$ cat src/rtl/rob_pkg.sv
package rob_pkg;
  typedef enum logic [1:0] {
    KIND_REG    = 2'd0,
    KIND_STORE  = 2'd1,
    KIND_BRANCH = 2'd2
  } rob_kind_e;

  typedef enum logic {
    CAUSE_MISPRED = 1'b0,
    CAUSE_EXCEPT  = 1'b1
  } rob_cause_e;
endpackage

$ cat src/rtl/rob_ptrs.sv
module rob_ptrs #(
  parameter int DEPTH = 8,
  localparam int TW = $clog2(DEPTH),
  localparam int CW = $clog2(DEPTH + 1)
) (
  input  logic          clk,
  input  logic          rst_n,
  input  logic          alloc_fire,
  input  logic          retire_fire,
  input  logic          flush,
  output logic [TW-1:0] head,
  output logic [TW-1:0] tail,
  output logic [CW-1:0] count,
  output logic          full
);
  always_ff @(posedge clk) begin
    if (!rst_n || flush) begin
      head  <= '0;
      tail  <= '0;
      count <= '0;
    end else begin
      if (alloc_fire)  tail <= tail + 1'b1;
      if (retire_fire) head <= head + 1'b1;
      count <= count + CW'(alloc_fire) - CW'(retire_fire);
    end
  end

  assign full = (count == CW'(DEPTH));

  assert_no_overflow_R3: assert property (@(posedge clk) disable iff (!rst_n)
    count <= CW'(DEPTH));
  assert_no_alloc_when_full_R3: assert property (@(posedge clk) disable iff (!rst_n)
    full |-> !alloc_fire);
  assert_head_in_order_R5: assert property (@(posedge clk) disable iff (!rst_n)
    retire_fire && !flush |=> head == TW'($past(head) + 1'b1));
  assert_flush_empties_R8: assert property (@(posedge clk) disable iff (!rst_n)
    flush |=> count == '0 && tail == '0 && head == '0);
endmodule

$ cat src/rtl/rob_slots.sv
module rob_slots #(
  parameter int DEPTH = 8,
  parameter int DW = 32,
  parameter int RW = 5,
  localparam int TW = $clog2(DEPTH)
) (
  input  logic          clk,
  input  logic          rst_n,
  input  logic          flush,
  input  logic          alloc_fire,
  input  logic [TW-1:0] alloc_idx,
  input  logic [1:0]    alloc_kind,
  input  logic [RW-1:0] alloc_dreg,
  input  logic          cdb_valid,
  input  logic [TW-1:0] cdb_tag,
  input  logic [DW-1:0] cdb_value,
  input  logic [DW-1:0] cdb_addr,
  input  logic          cdb_mispred,
  input  logic          cdb_except,
  input  logic          retire_fire,
  input  logic [TW-1:0] head_idx,
  input  logic [TW-1:0] lk_tag,
  output logic          hd_valid,
  output logic          hd_rdy,
  output logic [1:0]    hd_kind,
  output logic [RW-1:0] hd_dreg,
  output logic [DW-1:0] hd_value,
  output logic [DW-1:0] hd_addr,
  output logic          hd_mispred,
  output logic          hd_except,
  output logic [DW-1:0] lk_value,
  output logic          lk_ready
);
  logic [DEPTH-1:0] occ;
  logic [DEPTH-1:0] done;
  logic [DEPTH-1:0] misp;
  logic [DEPTH-1:0] exc;
  logic [1:0]       kind [DEPTH];
  logic [RW-1:0]    dreg [DEPTH];
  logic [DW-1:0]    val  [DEPTH];
  logic [DW-1:0]    adr  [DEPTH];

  for (genvar i = 0; i < DEPTH; i++) begin : g_slot
    logic          occ_q, done_q, misp_q, exc_q;
    logic [1:0]    kind_q;
    logic [RW-1:0] dreg_q;
    logic [DW-1:0] val_q, adr_q;
    logic          take, drop, fill;

    assign take = alloc_fire && (alloc_idx == TW'(i));
    assign drop = retire_fire && (head_idx == TW'(i));
    assign fill = cdb_valid && (cdb_tag == TW'(i)) && occ_q && !done_q;

    always_ff @(posedge clk) begin
      if (!rst_n) begin
        occ_q  <= 1'b0;
        done_q <= 1'b0;
        misp_q <= 1'b0;
        exc_q  <= 1'b0;
        kind_q <= '0;
        dreg_q <= '0;
        val_q  <= '0;
        adr_q  <= '0;
      end else if (flush) begin
        occ_q  <= 1'b0;
        done_q <= 1'b0;
      end else if (take) begin
        occ_q  <= 1'b1;
        done_q <= 1'b0;
        misp_q <= 1'b0;
        exc_q  <= 1'b0;
        kind_q <= alloc_kind;
        dreg_q <= alloc_dreg;
      end else if (drop) begin
        occ_q  <= 1'b0;
        done_q <= 1'b0;
      end else if (fill) begin
        done_q <= 1'b1;
        val_q  <= cdb_value;
        adr_q  <= cdb_addr;
        misp_q <= cdb_mispred;
        exc_q  <= cdb_except;
      end
    end

    assign occ[i]  = occ_q;
    assign done[i] = done_q;
    assign misp[i] = misp_q;
    assign exc[i]  = exc_q;
    assign kind[i] = kind_q;
    assign dreg[i] = dreg_q;
    assign val[i]  = val_q;
    assign adr[i]  = adr_q;
  end

  assign hd_valid   = occ[head_idx];
  assign hd_rdy     = done[head_idx];
  assign hd_kind    = kind[head_idx];
  assign hd_dreg    = dreg[head_idx];
  assign hd_value   = val[head_idx];
  assign hd_addr    = adr[head_idx];
  assign hd_mispred = misp[head_idx];
  assign hd_except  = exc[head_idx];

  assign lk_value = val[lk_tag];
  assign lk_ready = done[lk_tag];

  assert_retire_ready_R5: assert property (@(posedge clk) disable iff (!rst_n)
    retire_fire |-> occ[head_idx] && done[head_idx] && !misp[head_idx] && !exc[head_idx]);
  assert_cdb_capture_R4: assert property (@(posedge clk) disable iff (!rst_n)
    cdb_valid && occ[cdb_tag] && !done[cdb_tag] && !flush
    |=> done[$past(cdb_tag)] && val[$past(cdb_tag)] == $past(cdb_value));
  assert_cdb_ignore_R4: assert property (@(posedge clk) disable iff (!rst_n)
    cdb_valid && !occ[cdb_tag] |=> !done[$past(cdb_tag)]);
endmodule

$ cat src/rtl/rob_retire.sv
module rob_retire
  import rob_pkg::*;
(
  input  logic hd_valid,
  input  logic hd_rdy,
  input  logic hd_mispred,
  input  logic hd_except,
  input  logic commit_ready,
  output logic commit_valid,
  output logic retire_fire,
  output logic flush,
  output logic flush_cause
);
  logic finished;

  always_comb begin
    finished     = hd_valid && hd_rdy;
    flush        = finished && (hd_mispred || hd_except);
    commit_valid = finished && !hd_mispred && !hd_except;
    retire_fire  = commit_valid && commit_ready;
    flush_cause  = hd_except ? CAUSE_EXCEPT : CAUSE_MISPRED;
  end
endmodule

$ cat src/rtl/rob_top.sv
module rob_top #(
  parameter int DEPTH = 8,
  parameter int DW = 32,
  parameter int RW = 5,
  localparam int TW = $clog2(DEPTH)
) (
  input  logic          clk,
  input  logic          rst_n,
  input  logic          alloc_valid,
  output logic          alloc_ready,
  input  logic [1:0]    alloc_kind,
  input  logic [RW-1:0] alloc_dreg,
  output logic [TW-1:0] alloc_tag,
  input  logic          cdb_valid,
  input  logic [TW-1:0] cdb_tag,
  input  logic [DW-1:0] cdb_value,
  input  logic [DW-1:0] cdb_addr,
  input  logic          cdb_mispred,
  input  logic          cdb_except,
  input  logic [TW-1:0] lk_tag,
  output logic [DW-1:0] lk_value,
  output logic          lk_ready,
  output logic          commit_valid,
  input  logic          commit_ready,
  output logic [1:0]    commit_kind,
  output logic [RW-1:0] commit_dreg,
  output logic [DW-1:0] commit_value,
  output logic [DW-1:0] commit_addr,
  output logic          flush,
  output logic          flush_cause
);
  localparam int CW = $clog2(DEPTH + 1);

  logic          alloc_fire, retire_fire, full;
  logic [TW-1:0] head, tail;
  logic [CW-1:0] count;
  logic          hd_valid, hd_rdy, hd_mispred, hd_except;

  assign alloc_ready = !full && !flush;
  assign alloc_fire  = alloc_valid && alloc_ready;
  assign alloc_tag   = tail;

  rob_ptrs #(.DEPTH(DEPTH)) u_ptrs (
    .clk(clk), .rst_n(rst_n),
    .alloc_fire(alloc_fire), .retire_fire(retire_fire), .flush(flush),
    .head(head), .tail(tail), .count(count), .full(full)
  );

  rob_slots #(.DEPTH(DEPTH), .DW(DW), .RW(RW)) u_slots (
    .clk(clk), .rst_n(rst_n), .flush(flush),
    .alloc_fire(alloc_fire), .alloc_idx(tail),
    .alloc_kind(alloc_kind), .alloc_dreg(alloc_dreg),
    .cdb_valid(cdb_valid), .cdb_tag(cdb_tag), .cdb_value(cdb_value),
    .cdb_addr(cdb_addr), .cdb_mispred(cdb_mispred), .cdb_except(cdb_except),
    .retire_fire(retire_fire), .head_idx(head), .lk_tag(lk_tag),
    .hd_valid(hd_valid), .hd_rdy(hd_rdy), .hd_kind(commit_kind),
    .hd_dreg(commit_dreg), .hd_value(commit_value), .hd_addr(commit_addr),
    .hd_mispred(hd_mispred), .hd_except(hd_except),
    .lk_value(lk_value), .lk_ready(lk_ready)
  );

  rob_retire u_retire (
    .hd_valid(hd_valid), .hd_rdy(hd_rdy),
    .hd_mispred(hd_mispred), .hd_except(hd_except),
    .commit_ready(commit_ready), .commit_valid(commit_valid),
    .retire_fire(retire_fire), .flush(flush), .flush_cause(flush_cause)
  );

  assert_tag_advance_R2: assert property (@(posedge clk) disable iff (!rst_n)
    alloc_fire |=> alloc_tag == TW'($past(alloc_tag) + 1'b1));
  assert_commit_hold_R6: assert property (@(posedge clk) disable iff (!rst_n)
    commit_valid && !commit_ready |=> commit_valid && $stable(commit_value) && $stable(commit_dreg));
  assert_flush_no_commit_R8: assert property (@(posedge clk) disable iff (!rst_n)
    flush |-> !commit_valid && !alloc_ready);
  assert_count_bound_R3: assert property (@(posedge clk) disable iff (!rst_n)
    count <= CW'(DEPTH));
endmodule

$ cat config.mk
export PLATFORM = sky130hd
export DESIGN_NAME = rob_top
export DESIGN_NICKNAME = d
export VERILOG_FILES = /design/src/rtl/rob_pkg.sv /design/src/rtl/rob_ptrs.sv /design/src/rtl/rob_slots.sv /design/src/rtl/rob_retire.sv /design/src/rtl/rob_top.sv
export SDC_FILE = /design/constraint.sdc
export NUM_CORES = 2
export LEC_CHECK = 0
export ABC_AREA = 1
export CORE_ASPECT_RATIO = 2
export CORE_MARGIN = 2
export CORE_UTILIZATION = 60
export DETAILED_ROUTE_END_ITERATION = 7
export MAX_ROUTING_LAYER = met4
export PLACE_DENSITY_LB_ADDON = 0.25
export SLEW_MARGIN = 20
export SYNTH_ARGS = -nofsm -noshare
export SYNTH_HDL_FRONTEND = slang
export SYNTH_SLANG_ARGS = --single-unit
$ cat constraint.sdc
create_clock -name clk -period 3.5 [get_ports clk]
set_input_delay 0.525 -clock clk [delete_from_list [all_inputs] [get_ports clk]]
set_output_delay 0.525 -clock clk [all_outputs]
set_load 0.01 [all_outputs]
Word level (Yosys, flattened, before mapping) --
Index checks and enable logic that the tools add are counted.
Word-level totals: register bits after elaboration 610, output and inout bits 111, logic and storage cells 329
Cells by class: eq/ne operators 30, bitwise logic cells 20, multiplexer cells 90, add/sub/neg operators 4, $lt $le $gt $ge 4, reductions and logical operators 114
Operators by type and width (count):
- 32-bit binary-select mux with 3-bit select | 3
- 32-bit two-way mux | 6
- 1-bit two-way mux | 70
- 1-bit logical AND | 47
- 3-bit == test (second input constant) | 12
- 4-bit AND reduction | 8
- 2-bit nonzero test | 16
- 4-bit OR reduction | 8
- 3-bit AND reduction | 8
- 3-bit by 2-bit == test with 1-bit output (second input constant) | 6
- 1-bit inverter | 18
- 2-bit by 1-bit inequality test with 1-bit output (second input constant) | 8
- 2-bit AND reduction | 8
- 1-bit binary-select mux with 3-bit select | 5
- 5-bit binary-select mux with 3-bit select | 1
- 1-bit zero test | 13
- 5-bit two-way mux | 2
- 3-bit by 1-bit == test with 1-bit output (second input constant) | 3
- 3-bit zero test | 3
- 4-bit >= comparator (second input constant) | 2
- 3-bit by 4-bit less-than comparator with 1-bit output (second input constant) | 2
- 3-bit inverter with 4-bit output | 2
- 3-bit by 1-bit adder with 3-bit output (second input constant) | 2
- 2-bit binary-select mux with 3-bit select | 1
- other kinds (6) | 8

Logic depth before layout (Yosys ltp) --
depth in word-level cells 10, gate-level depth with buffers 20, mapped depth without buffers 18

By module --
Synthesis repeated with hierarchy kept, for this count alone.
Unflattened totals: cells, all modules 4785, area total of the unflattened synthesis 29903.7 sq um
Modules (own cells, without submodules):
- rob_slots | area each 29324.4 sq um, cells an instance 4713, instances 1
- rob_ptrs | area each 509.2 sq um, cells an instance 57, instances 1
- rob_retire | area each 42.5 sq um, cells an instance 9, instances 1
- rob_top | area each 27.5 sq um, cells an instance 6, instances 1

Least setup slack after synthesis --
Ideal clock, no wire load.
path type register to register, start point register u_ptrs.head[0], end point register u_slots.g_slot[2].adr_q[25], arrival time 2.538 ns, cell stages (with the launch flop) 17, required time 3.387 ns, path buffers 7, clock period less this slack 2.650 ns, path slack 0.850 ns, path through dfxtp_1 > buf_6 > inv_2 > buf_4 > clkbuf_1 > clkbuf_1 > clkbuf_1 > ha_1 > inv_1 > nor2_1 > nand4_1 > nand3_1 > buf_4 > buf_4 > nand2_1 > nand2_1 > nor2_1
Between the ends: cells in the longest elaborated chain, start to end 10, elaborated cells between the ends (all ways) 26
Ends and longest elaborated chain:
- start, declared | RTL line rob_ptrs.sv:11 | output logic [TW-1:0] head,
- start signal, assigned | RTL line rob_ptrs.sv:23 | if (retire_fire) head <= head + 1'b1;
- 1-bit binary-select mux with 3-bit select (on tied branches)
- 1-bit two-way mux (on tied branches)
- 1-bit logical AND or 1-bit logical OR (tied branches) | RTL line rob_retire.sv:17, rob_retire.sv:18
- 1-bit logical AND | RTL line rob_retire.sv:18 | flush = finished && (hd_mispred || hd_except);
- 1-bit zero test | RTL line rob_top.sv:39 | assign alloc_ready = !full && !flush;
- 1-bit logical AND | RTL line rob_top.sv:39
- 1-bit logical AND | RTL line rob_top.sv:40 | assign alloc_fire = alloc_valid && alloc_ready;
- 1-bit logical AND | RTL line rob_slots.sv:50 | assign take = alloc_fire && (alloc_idx == TW'(i));
- 1-bit inverter (no line)
- 4-bit AND reduction (no line) (*)
- end signal, assigned | RTL line rob_slots.sv:80 | adr_q <= cdb_addr;
- end, declared | RTL line rob_slots.sv:47 | logic [DW-1:0] val_q, adr_q;
Mark *: on every way between the ends. The rest lies on a longest branch, timed or not. The select of a mux whose other input is x is not followed. A chain may end at the register's enable or synchronous reset.

Final worst setup path --
start point register u_ptrs.head[0], end point output port commit_value[28]
Between the ends: cells in the longest elaborated chain, start to end 4
Ends and longest elaborated chain:
- 3-bit inverter with 4-bit output (implied by the code) | RTL line rob_slots.sv:100 | assign hd_value = val[head_idx];
- 32-bit binary-select mux with 3-bit select | RTL line rob_slots.sv:100
- 32-bit two-way mux (implied by the code) (2 in series) | RTL line rob_slots.sv:100
- end, declared | RTL line rob_top.sv:27 | output logic [DW-1:0] commit_value,
No other way between the ends. The select of a mux whose other input is x is not followed.

==> results.sh <==
export IMPL_core_area_um2=52600
export IMPL_ir_drop_mv=0.394
export IMPL_synthMuxAreaShare=0
export IMPL_synth_fp_nets=5085
export IMPL_synth_ff_latch_count=610
export IMPL_synth_compound_area_frac=0.170
export IMPL_syn_to_final_growth_pct=12.3
export IMPL_yosysSeqAreaShare=0.384
export IMPL_grt_pass1_vias=31100
export IMPL_portBuffers=194
export IMPL_syn_avg_cell_area_um2=6.39
export IMPL_max_freq_mhz=291
export IMPL_nFillCells=4727
export IMPL_path_clk_slew_ns=0.07
export IMPL_vias=33700
export IMPL_status="finished clean"
export IMPL_clock_latency_ns=0.62
export IMPL_setup_violations=0
export IMPL_globalRouteTotalUtil=0.368
export IMPL_dpl_cell_area_um2=33700
export IMPL_dpl_worst_slack_ns=0.270
export IMPL_setup_slack_ns=0.0649
export IMPL_seq_power_share=0.477
export IMPL_vias_per_cell=6.01
export IMPL_crit_path_end_kind="primary output"
export IMPL_r2r_start="u_ptrs.head[0]"
export IMPL_dp_cells=5509
export IMPL_internal_power_mw=11.0
export IMPL_dieArea_um2=55000
export IMPL_switching_power_mw=3.86
export IMPL_finalCritPeriodShare=0.981
export IMPL_worst_ep_required_time_ns=2.97
export IMPL_pin_count=195
export IMPL_critPathKind="register to primary output"
export IMPL_grt_pass1_wl_mm=161
export IMPL_wl_per_cell_um=18.4
export IMPL_drc=0
export IMPL_synth_warnings=0
export IMPL_synth_top_family_by_area="simple AND/OR/NAND/NOR gates"
export IMPL_clkPwrFrac=0.414
export IMPL_power_mw=14.9
export IMPL_pwr_share_comb=0.108
export IMPL_cts_root_buf="clkbuf_16"
export IMPL_synth_area_leader_cell="dfxtp_1"
export IMPL_hpwl_mm=59.1
export IMPL_start_kind="register"
export IMPL_cts_tree="yes"
export IMPL_p_per_area_nw_per_um2=417
export IMPL_tightest_slew_ns=1.21
export IMPL_routed_wirelength_mm=103
export IMPL_syn_area_um2=31800
export IMPL_synthCells=4983
export IMPL_h_tree_depth=2
export IMPL_holdCritPathClass="input pin to register"
export IMPL_cts_buffers=53
export IMPL_yosys_area_share_simple=0.326
export IMPL_drive_gt1_frac=0.0451
export IMPL_cap_violations=0
export IMPL_ant_nets=0
export IMPL_swShare=0.259
export IMPL_p_leak_nw=15.5
export IMPL_final_max_slew_viol_count=0
export IMPL_synth_xor_area_share=0.000550
export IMPL_crit_arrival_ns=2.91
export IMPL_fp_dieH_um=330
export IMPL_first_pass_iters=6
export IMPL_final_net_count=5006
export IMPL_gp_congestion=0.915
export IMPL_ys_top_cells_by_area="dfxtp_1, nor2_1, nand2_1, o21ai_0, a21oi_1"
export IMPL_hold_viol=0
export IMPL_stdcell_area_um2=35700
export IMPL_fin_crit_ns=3.44
export IMPL_fin_cells=5611
export IMPL_fin_skew_ns=0.0190
export IMPL_synth_top_area_share=0.384
export IMPL_yosysUniqueCellTypes=35
export IMPL_crit_start="u_ptrs.head[0]"
export IMPL_drt_iter0_drc=3617
export IMPL_die_width_um=167
export IMPL_hp_start="rst_n"
export IMPL_grt_max_degree=142
export IMPL_clock_sinks=610
export IMPL_path_max_fanout=62
export IMPL_synth_adder_area_share=0.00731
export IMPL_grt_antenna_before_repair=2
export IMPL_relSlewSlack=0.193
export IMPL_start_util=0.606
export IMPL_cts_buffer_depth=3
export IMPL_rows=119
export IMPL_overflow=0
[cell usage in the layout, fill, tap and decap left out, types with 4 or more instances in the layout]
master	count
nor3_1	4
a221oi_1	64
inv_2	10
inv_1	423
a21oi_1	408
o21ai_0	414
clkdlybuf4s50_1	188
nand3_4	8
nor2_4	6
a31oi_1	101
nor2_1	1113
buf_4	49
nand3_1	67
nand4_1	283
buf_12	26
dfxtp_1	607
bufinv_16	4
clkbuf_8	13
a31oi_2	4
o21ai_1	4
nand2_2	4
nand2_1	1003
clkbuf_16	56
clkbuf_1	11
ha_1	17
clkinv_2	10
buf_6	7
[synth_stat cells]
cell      instances
o21ai_1           3
nor2_2            2
clkbuf_1        219
a31oi_1         105
nand4_4           1
inv_1           425
nand3_4           2
nor2_8            2
buf_4            59
o2111a_1          2
xor2_1            2
nor2_1         1113
inv_2            10
nand3_1          69
nand3_2           5
a21boi_1          3
nand2_4           2
inv_4             1
buf_1            54
o21ai_0         415
buf_6             6
nor3_1            4
o211ai_1          2
buf_2            77
nand4_2           4
nand2_2           4
nor2_4            5
a221oi_1         64
a211oi_1          1
nand4_1         283
dfxtp_1         610
ha_1             17
nand2_1        1003
a21oi_1         408
fa_1              1
[final timing paths]
| path | end | slack, ns | cells past startpoint |
|---|---|---|---|
| worst max register to register | u_slots.g_slot[6].adr_q[0] | 0.28 | 14 |
| worst min register to register | u_slots.g_slot[5].kind_q[0] | 0.45 | 2 |
| worst min-delay path | u_slots.g_slot[5].val_q[31] | 0.38 | 3 |
| worst max-delay path | commit_value[28] | 0.06 | 7 |
[power by group through the flow]
stage,combinational [mW],sequential (mW),clock [mW]
2_1_floorplan,0.916,7.26,0
4_1_cts,1.58,7.11,6.21
5_1_grt,1.73,7.12,6.47
3_5_place_dp,1.57,7.27,0
6_report,1.61,7.11,6.18
3_3_place_gp,1.55,7.27,0
[state kept, by name (all words and copies together) (netlist names)]
| signal | count |
|---|---|
| u_ptrs.tail | 3 |
| u_slots.g_slot.kind_q | 16 |
| u_ptrs.head | 3 |
| u_slots.g_slot.dreg_q | 40 |
| u_slots.g_slot.adr_q | 256 |
| u_slots.g_slot.exc_q | 8 |
| u_slots.g_slot.misp_q | 8 |
| u_slots.g_slot.val_q | 256 |
| u_slots.g_slot.done_q | 8 |
| u_slots.g_slot.occ_q | 8 |
| u_ptrs.count | 4 |
[layer usage]
metal | part of all wire | vias up | GRT usage
met5 | 0 | - | -
met4 | 0.060 | 0 | 0.244
met3 | 0.081 | 461 | 0.0440
met2 | 0.49 | 1843 | 0.617
met1 | 0.37 | 15500 | 0.413
li1 | - | 16000 | -
[layout make-up]
| cell class | count | area, um2 | share of cell area |
|---|---|---|---|
| Inverter | 436 | 1660 | 0.0465 |
| Multi-Input combinational cell | 3522 | 16200 | 0.452 |
| Timing Repair Buffer | 281 | 3070 | 0.0859 |
| Clock inverter | 16 | 186 | 0.00522 |
| Sequential cell | 610 | 12200 | 0.342 |
| Antenna cell | 2 | 5.00 | 0.000140 |
| Clock buffer | 79 | 1600 | 0.0447 |
| Tap cell | 665 | 832 | 0.0233 |
[repair_timing]
action                                  4_1_cts  5_1_grt
gates cloned                                  1        1
setup buffers                                 0        3
resized for setup                            10       16
endpoints found under the setup margin       16       23
hold buffers                                  0        0
[through the flow]
step	setup TNS, ns	hold slack [ns]	util
floorplan	0	0.430	-
global placement	0	0.439	0.642
detailed placement	0	0.444	0.642
CTS	-0.00187	0.384	0.677
global route	-0.00568	0.415	0.680
finish	0	0.377	0.680
[logic make-up after synthesis]
family / after synthesis
adder cells (fa/ha/maj): 18
AO/OA/AOI/OAI: 1003
AND/OR/NAND/NOR: 2499
buffers and inverters: 851
XOR/XNOR: 2
flip-flops: 610
[critical path, cell delays in order, from the launching register on]
cell and delay (ns):
dfxtp_4 0.44, buf_12 0.13, buf_6 0.38, nand2_1 0.13, o21ai_0 0.11, a221oi_1 0.11, a31oi_1 0.36, clkdlybuf4s50_1 0.62
(Power assumes the default switching activity.)
